==> config.mk <==
export PLATFORM = sky130hd
export DESIGN_NAME = shared_vc_buffer
export DESIGN_NICKNAME = d
export VERILOG_FILES = /design/src/rtl/shvc_pkg.sv /design/src/rtl/shvc_freelist.sv /design/src/rtl/shvc_bank.sv /design/src/rtl/shvc_link.sv /design/src/rtl/shared_vc_buffer.sv
export SDC_FILE = /design/constraint.sdc
export NUM_CORES = 2
export LEC_CHECK = 0
export BUFFER_PORTS_ARGS = -buffer_cell sky130_fd_sc_hd__buf_2
export CAP_MARGIN = 20
export CORE_MARGIN = 4
export CORE_UTILIZATION = 55
export CTS_CLUSTER_SIZE = 28
export DETAILED_ROUTE_END_ITERATION = 16
export PLACE_DENSITY = 0.81
export SYNTH_ARGS = -nofsm -noshare
export SYNTH_HDL_FRONTEND = slang
export SYNTH_SLANG_ARGS = --single-unit
==> constraint.sdc <==
create_clock -name clk -period 7.5 [get_ports clk]
set_input_delay 1.5 -clock clk [delete_from_list [all_inputs] [get_ports clk]]
set_output_delay 1.5 -clock clk [all_outputs]
set_load 0.01 [all_outputs]
==> src/rtl/shvc_pkg.sv <==
package shvc_pkg;
  // Index width for n items, at least one bit.
  function automatic int unsigned idx_w(input int unsigned n);
    return (n > 1) ? $clog2(n) : 1;
  endfunction
endpackage

==> src/rtl/shvc_freelist.sv <==
module shvc_freelist #(
  parameter int unsigned TOTAL = 16,
  parameter int unsigned SW    = 4,
  parameter int unsigned CNTW  = 5
) (
  input  logic            clk,
  input  logic            rst_n,
  input  logic            pop,
  output logic [SW-1:0]   pop_slot,
  input  logic            push,
  input  logic [SW-1:0]   push_slot,
  output logic [CNTW-1:0] free_cnt
);
  logic [SW-1:0]   ring [TOTAL];
  logic [SW-1:0]   rd_ptr, wr_ptr;
  logic [CNTW-1:0] cnt_q;

  assign pop_slot = ring[rd_ptr];
  assign free_cnt = cnt_q;

  always_ff @(posedge clk) begin
    if (!rst_n) begin
      for (int i = 0; i < TOTAL; i++) ring[i] <= SW'(i);
      rd_ptr <= '0;
      wr_ptr <= '0;
      cnt_q  <= CNTW'(TOTAL);
    end else begin
      if (push) begin
        ring[wr_ptr] <= push_slot;
        wr_ptr <= (wr_ptr == SW'(TOTAL - 1)) ? '0 : wr_ptr + 1'b1;
      end
      if (pop) begin
        rd_ptr <= (rd_ptr == SW'(TOTAL - 1)) ? '0 : rd_ptr + 1'b1;
      end
      cnt_q <= cnt_q + CNTW'(push) - CNTW'(pop);
    end
  end
endmodule

==> src/rtl/shvc_bank.sv <==
module shvc_bank #(
  parameter int unsigned DEPTH  = 4,
  parameter int unsigned LW     = 2,
  parameter int unsigned FLIT_W = 128
) (
  input  logic              clk,
  input  logic              we,
  input  logic [LW-1:0]     waddr,
  input  logic [FLIT_W-1:0] wdata,
  input  logic [LW-1:0]     raddr,
  output logic [FLIT_W-1:0] rdata
);
  logic [FLIT_W-1:0] cells [DEPTH];

  always_ff @(posedge clk) begin
    if (we) cells[waddr] <= wdata;
  end

  assign rdata = cells[raddr];
endmodule

==> src/rtl/shvc_link.sv <==
module shvc_link #(
  parameter int unsigned NUM_VC = 4,
  parameter int unsigned TOTAL  = 16,
  parameter int unsigned SW     = 4,
  parameter int unsigned VW     = 2,
  parameter int unsigned CNTW   = 5
) (
  input  logic                   clk,
  input  logic                   rst_n,
  input  logic                   wr_fire,
  input  logic [VW-1:0]          wr_vc,
  input  logic [SW-1:0]          wr_slot,
  input  logic                   rd_fire,
  input  logic [VW-1:0]          rd_vc,
  output logic [SW-1:0]          rd_head,
  output logic [NUM_VC*CNTW-1:0] vc_cnt_flat,
  output logic [NUM_VC-1:0]      vc_empty
);
  logic [SW-1:0]   head_q [NUM_VC];
  logic [SW-1:0]   tail_q [NUM_VC];
  logic [CNTW-1:0] cnt_q  [NUM_VC];
  logic [SW-1:0]   next_q [TOTAL];
  logic [NUM_VC-1:0] wr_hit, rd_hit, handover;

  always_comb begin
    for (int v = 0; v < NUM_VC; v++) begin
      wr_hit[v]   = wr_fire && (wr_vc == VW'(v));
      rd_hit[v]   = rd_fire && (rd_vc == VW'(v));
      // write lands on a channel that is empty after this edge's read
      handover[v] = (cnt_q[v] == '0) || (rd_hit[v] && cnt_q[v] == CNTW'(1));
    end
  end

  assign rd_head = head_q[rd_vc];

  genvar g;
  generate
    for (g = 0; g < NUM_VC; g++) begin : g_stat
      assign vc_cnt_flat[g*CNTW +: CNTW] = cnt_q[g];
      assign vc_empty[g] = (cnt_q[g] == '0);
    end
  endgenerate

  always_ff @(posedge clk) begin
    if (!rst_n) begin
      for (int v = 0; v < NUM_VC; v++) begin
        head_q[v] <= '0;
        tail_q[v] <= '0;
        cnt_q[v]  <= '0;
      end
    end else begin
      for (int v = 0; v < NUM_VC; v++) begin
        if (wr_hit[v]) tail_q[v] <= wr_slot;
        if (wr_hit[v] && handover[v])      head_q[v] <= wr_slot;
        else if (rd_hit[v])                head_q[v] <= next_q[head_q[v]];
        cnt_q[v] <= cnt_q[v] + CNTW'(wr_hit[v]) - CNTW'(rd_hit[v]);
      end
    end
  end

  // Link the new slot behind the current tail while the channel is in use.
  always_ff @(posedge clk) begin
    if (wr_fire && cnt_q[wr_vc] != '0) next_q[tail_q[wr_vc]] <= wr_slot;
  end
endmodule

==> src/rtl/shared_vc_buffer.sv <==
module shared_vc_buffer #(
  parameter int unsigned NUM_VC       = 4,
  parameter int unsigned SLOTS_PER_VC = 4,
  parameter int unsigned FLIT_W       = 128,
  localparam int unsigned TOTAL = NUM_VC * SLOTS_PER_VC,
  localparam int unsigned SW    = shvc_pkg::idx_w(TOTAL),
  localparam int unsigned LW    = shvc_pkg::idx_w(SLOTS_PER_VC),
  localparam int unsigned VW    = shvc_pkg::idx_w(NUM_VC),
  localparam int unsigned CNTW  = $clog2(TOTAL + 1)
) (
  input  logic                   clk,
  input  logic                   rst_n,
  input  logic                   in_valid,
  output logic                   in_ready,
  input  logic [VW-1:0]          in_vc,
  input  logic [FLIT_W-1:0]      in_flit,
  input  logic                   rd_req,
  input  logic [VW-1:0]          rd_vc,
  output logic                   out_valid,
  output logic [FLIT_W-1:0]      out_flit,
  output logic [NUM_VC-1:0]      vc_empty,
  output logic [NUM_VC*CNTW-1:0] vc_count,
  output logic [CNTW-1:0]        free_slots
);
  localparam int unsigned BANKW = SW - LW;

  logic          wr_fire, rd_fire;
  logic [SW-1:0] alloc_slot, head_slot;
  logic [FLIT_W-1:0] bank_rdata [NUM_VC];

  assign in_ready  = (free_slots != '0);
  assign wr_fire   = in_valid && in_ready;
  assign rd_fire   = rd_req && !vc_empty[rd_vc];
  assign out_valid = rd_fire;

  shvc_freelist #(.TOTAL(TOTAL), .SW(SW), .CNTW(CNTW)) u_free (
    .clk(clk), .rst_n(rst_n),
    .pop(wr_fire), .pop_slot(alloc_slot),
    .push(rd_fire), .push_slot(head_slot),
    .free_cnt(free_slots)
  );

  shvc_link #(.NUM_VC(NUM_VC), .TOTAL(TOTAL), .SW(SW), .VW(VW), .CNTW(CNTW)) u_link (
    .clk(clk), .rst_n(rst_n),
    .wr_fire(wr_fire), .wr_vc(in_vc), .wr_slot(alloc_slot),
    .rd_fire(rd_fire), .rd_vc(rd_vc), .rd_head(head_slot),
    .vc_cnt_flat(vc_count), .vc_empty(vc_empty)
  );

  genvar b;
  generate
    for (b = 0; b < NUM_VC; b++) begin : g_bank
      shvc_bank #(.DEPTH(SLOTS_PER_VC), .LW(LW), .FLIT_W(FLIT_W)) u_bank (
        .clk(clk),
        .we(wr_fire && alloc_slot[SW-1:LW] == BANKW'(b)),
        .waddr(alloc_slot[LW-1:0]),
        .wdata(in_flit),
        .raddr(head_slot[LW-1:0]),
        .rdata(bank_rdata[b])
      );
    end
  endgenerate

  assign out_flit = bank_rdata[head_slot[SW-1:LW]];
endmodule

==> flow_metrics.py <==
metrics = {
    "clocking": {
        "hold_buffers": 0,
        "htree_levels": 4,
        "clk_latency_ns": 0.86,
        "clkTransAtPathRegs_ns": 0.06,
        "cts_resized": 0,
        "root_buffer": "clkbuf_16",
        "cts.sinks": 2245,
        "cts_tree": "built",
        "clk_path_buf_depth": 3,
        "cts_setup_buffers": 0,
        "cts_made_buffers": 213,
    },
    "global_route": {
        "antenna_found_initial": 58,
        "grt_usage_pct": 24.1,
        "overflow": 0,
        "grt_max_degree": 138,
        "grt_pass1_vias": 49677,
        "grt_pass1_wl_um": 314000,
    },
    "sta": {
        "slew_violations": 0,
        "finalWorstSetupSlack_ns": 1.37,
        "slew_headroom_pct": 17.1,
        "final_hold_viol_count": 0,
        "tightest_slew_ns": 1.24,
        "min_period_over_period_pct": 81.7,
        "holdWs_ns": 0.542,
        "fin_skew_ns": 0.0671,
        "rsz0062_at_grt": "no",
        "fmax_mhz": 163,
        "setup_viol": 0,
        "fin_crit_ns": 6.13,
        "tns_ns": 0,
    },
    "drt": {
        "drcViolationCount": 0,
        "via_per_inst": 6.19,
        "drt_iter0_drc": 5454,
        "post_drt_wl_per_cell_um": 26.1,
        "totalWireLength_um": 210000,
        "firstDrtPassIters": 6,
        "drt.antenna.violating_nets": 0,
        "num_vias": 49702,
    },
    "worst_setup_path": {
        "crit_slowest_cell": "mux4_4",
        "rr_worst_depth": 7,
        "worst-path-max-fanout": 57,
        "critPathMaxStageDelay_ns": 1.05,
        "worstSetupEndpointType": "output pin",
        "path_class": "flip-flop to output pin",
        "startpoint_type": "flip-flop",
        "cp.arrival_ns": 4.63,
        "rrSetupSlack_ns": 2.71,
        "cp_cell_sequence": "mux4_4 > buf_4 > nor2b_1 > a211oi_1 > a2111oi_0 > or4_1 > buf_2",
        "required_ns": 6.00,
    },
    "power_and_ir_drop": {
        "leakage_nw": 33.2,
        "ir_worst_vdd_mv": 0.276,
        "p_per_area_nw_per_um2": 302,
    },
    "synthesis": {
        "postSynth.asyncResetShare_pct": 0,
        "syn_avg_cell_area_um2": 17.1,
        "synth_warnings": 0,
        "synth_area_um2": 91500,
        "synth_cells": 5337,
        "synth_edf_count": 2208,
        "synth_flop_cell": "edfxtp_1",
        "synth.distinct_cells": 61,
        "ys_ff_latch": 2245,
        "synth_nets": 5512,
        "synth-seq-area-share_pct": 73.3,
    },
    "run_status": {
        "outcome": "finished clean",
    },
    "final_layout": {
        "drive_gt1_share_pct": 21.3,
        "final_cell_area_um2": 103000,
        "utilization_pct": 62.2,
        "nFillCells": 11201,
        "area_growth_syn_to_layout_pct": 12.2,
        "nets": 5802,
    },
    "die": {
        "die_h_um": 416,
        "core_area_um2": 165000,
        "start_util_pct": 55.4,
        "fp-row-count": 149,
        "die_w_um": 416,
        "die_area_um2": 173000,
        "io-pin-count": 295,
    },
    "placement": {
        "post-place-ws_ns": 1.48,
        "gp_congestion": 0.837,
        "dp_hpwl_um": 109000,
        "port-buffer-count": 294,
        "dpl_cell_area_um2": 95700,
    },
    "min_path": {
        "holdPathStages": 2,
        "min_path_type": "flip-flop to flip-flop",
    },
    "job": {
        "max_cap_violations": 0,
    },
}
layout make-up:
cell class	instances	area (um2)	area share, %
tap	2189	2740	2.67
clock buffer	257	5520	5.37
multi-input combinational	2689	22700	22.1
antenna	30	75.1	0.0731
inverter	67	251	0.245
timing repair buffer	411	3000	2.92
sequential	2245	67000	65.3
clock inverter	141	1430	1.39
cell families (layout without fill, tap and decap cells):
family,Yosys count,count (layout),synth area share [%]
buf+inv,403,876,2.12
xor+xnor,18,18,0.172
other cells,0,30,0
fa+ha+maj,39,39,0.574
mux,1151,1151,14.7
simple gates,877,877,4.35
flops,2245,2245,73.3
compound gates,604,604,4.86
state kept, by name (all words and copies together) (netlist names), named ones only:
signal,cells
u_link.cnt_q,20
u_link.next_q,64
u_free.free_cnt,5
u_link.head_q,16
u_free.rd_ptr,4
u_free.ring,64
u_link.tail_q,16
u_free.wr_ptr,4
g_bank.u_bank.cells,2048
metal layers:
| layer | global-route usage [%] | wire length [um] | share of wire (%) |
|---|---|---|---|
| met1 | 32.0 | 81900 | 39 |
| met3 | 4.49 | 16500 | 7.8 |
| met2 | 39.8 | 104000 | 50 |
| met5 | 0 | 143 | 0.068 |
| met4 | 9.10 | 7300 | 3.5 |
cell usage after synthesis (15+ instances only):
cell type	n	area, um2
nand2_1	530	1990
nor2b_1	22	138
nand3_1	15	75.1
buf_2	130	651
and2_1	19	119
inv_1	67	251
o21ai_0	31	155
a21oi_1	15	75.1
mux2_2	386	4350
o211ai_1	467	3510
nand4_1	119	744
nor2_1	73	274
o22ai_1	24	150
clkbuf_1	152	571
edfxtp_1	2208	66300
buf_6	30	338
nor3_1	22	110
dfxtp_1	37	741
mux4_2	102	2300
mux2_1	102	1150
mux2i_1	560	5610
ha_1	34	425
or3_1	20	125
a2111oi_0	16	140
report_power, final:
| part | leakage (nW) | switching (mW) | internal [mW] |
|---|---|---|---|
| registers | 20.3 | 0.244 | 14.6 |
| clock network | 3.37 | 4.61 | 5.99 |
| logic | 9.53 | 3.54 | 2.04 |
stage by stage:
stage / power [mW] / instances
2_1_floorplan: 18.7 / 5337
3_3_place_gp: 20.5 / 7599
3_5_place_dp: 20.6 / 7600
4_1_cts: 31.2 / 7998
5_1_grt: 32.1 / 8016
6_report: 31.0 / 8029
final timing paths:
kind / start / to
worst max register to register: flip-flop / g_bank[3].u_bank.cells[1][16]
worst max-delay path: u_link.head_q[0][2] / out_flit[68]
worst min-delay path: u_free.wr_ptr[0] / u_free.wr_ptr[0]
worst min register to register: u_free.wr_ptr[0] / u_free.wr_ptr[0]
critical path: cells and delay by family (launching register included):
family	cells	cell delay [ns]
and+or+nand+nor	2	0.58
muxes	1	1.05
DFF	1	1.02
buffers and inverters	2	0.73
AOI/OAI and AO/OA	2	0.32
cells in the final DEF, fill, tap and decap left out, drive strengths merged, types with 100 or more instances in the layout:
master  Yosys  routed
edfxtp   2208    2208
mux2i     561     561
nand2     530     530
mux2      488     488
o211ai    468     468
buf       183     411
clkbuf    153     257
nand4     119     119
mux4      102     102
clkinv      0     100
Note: power is estimated with default switching activity, not from simulation.
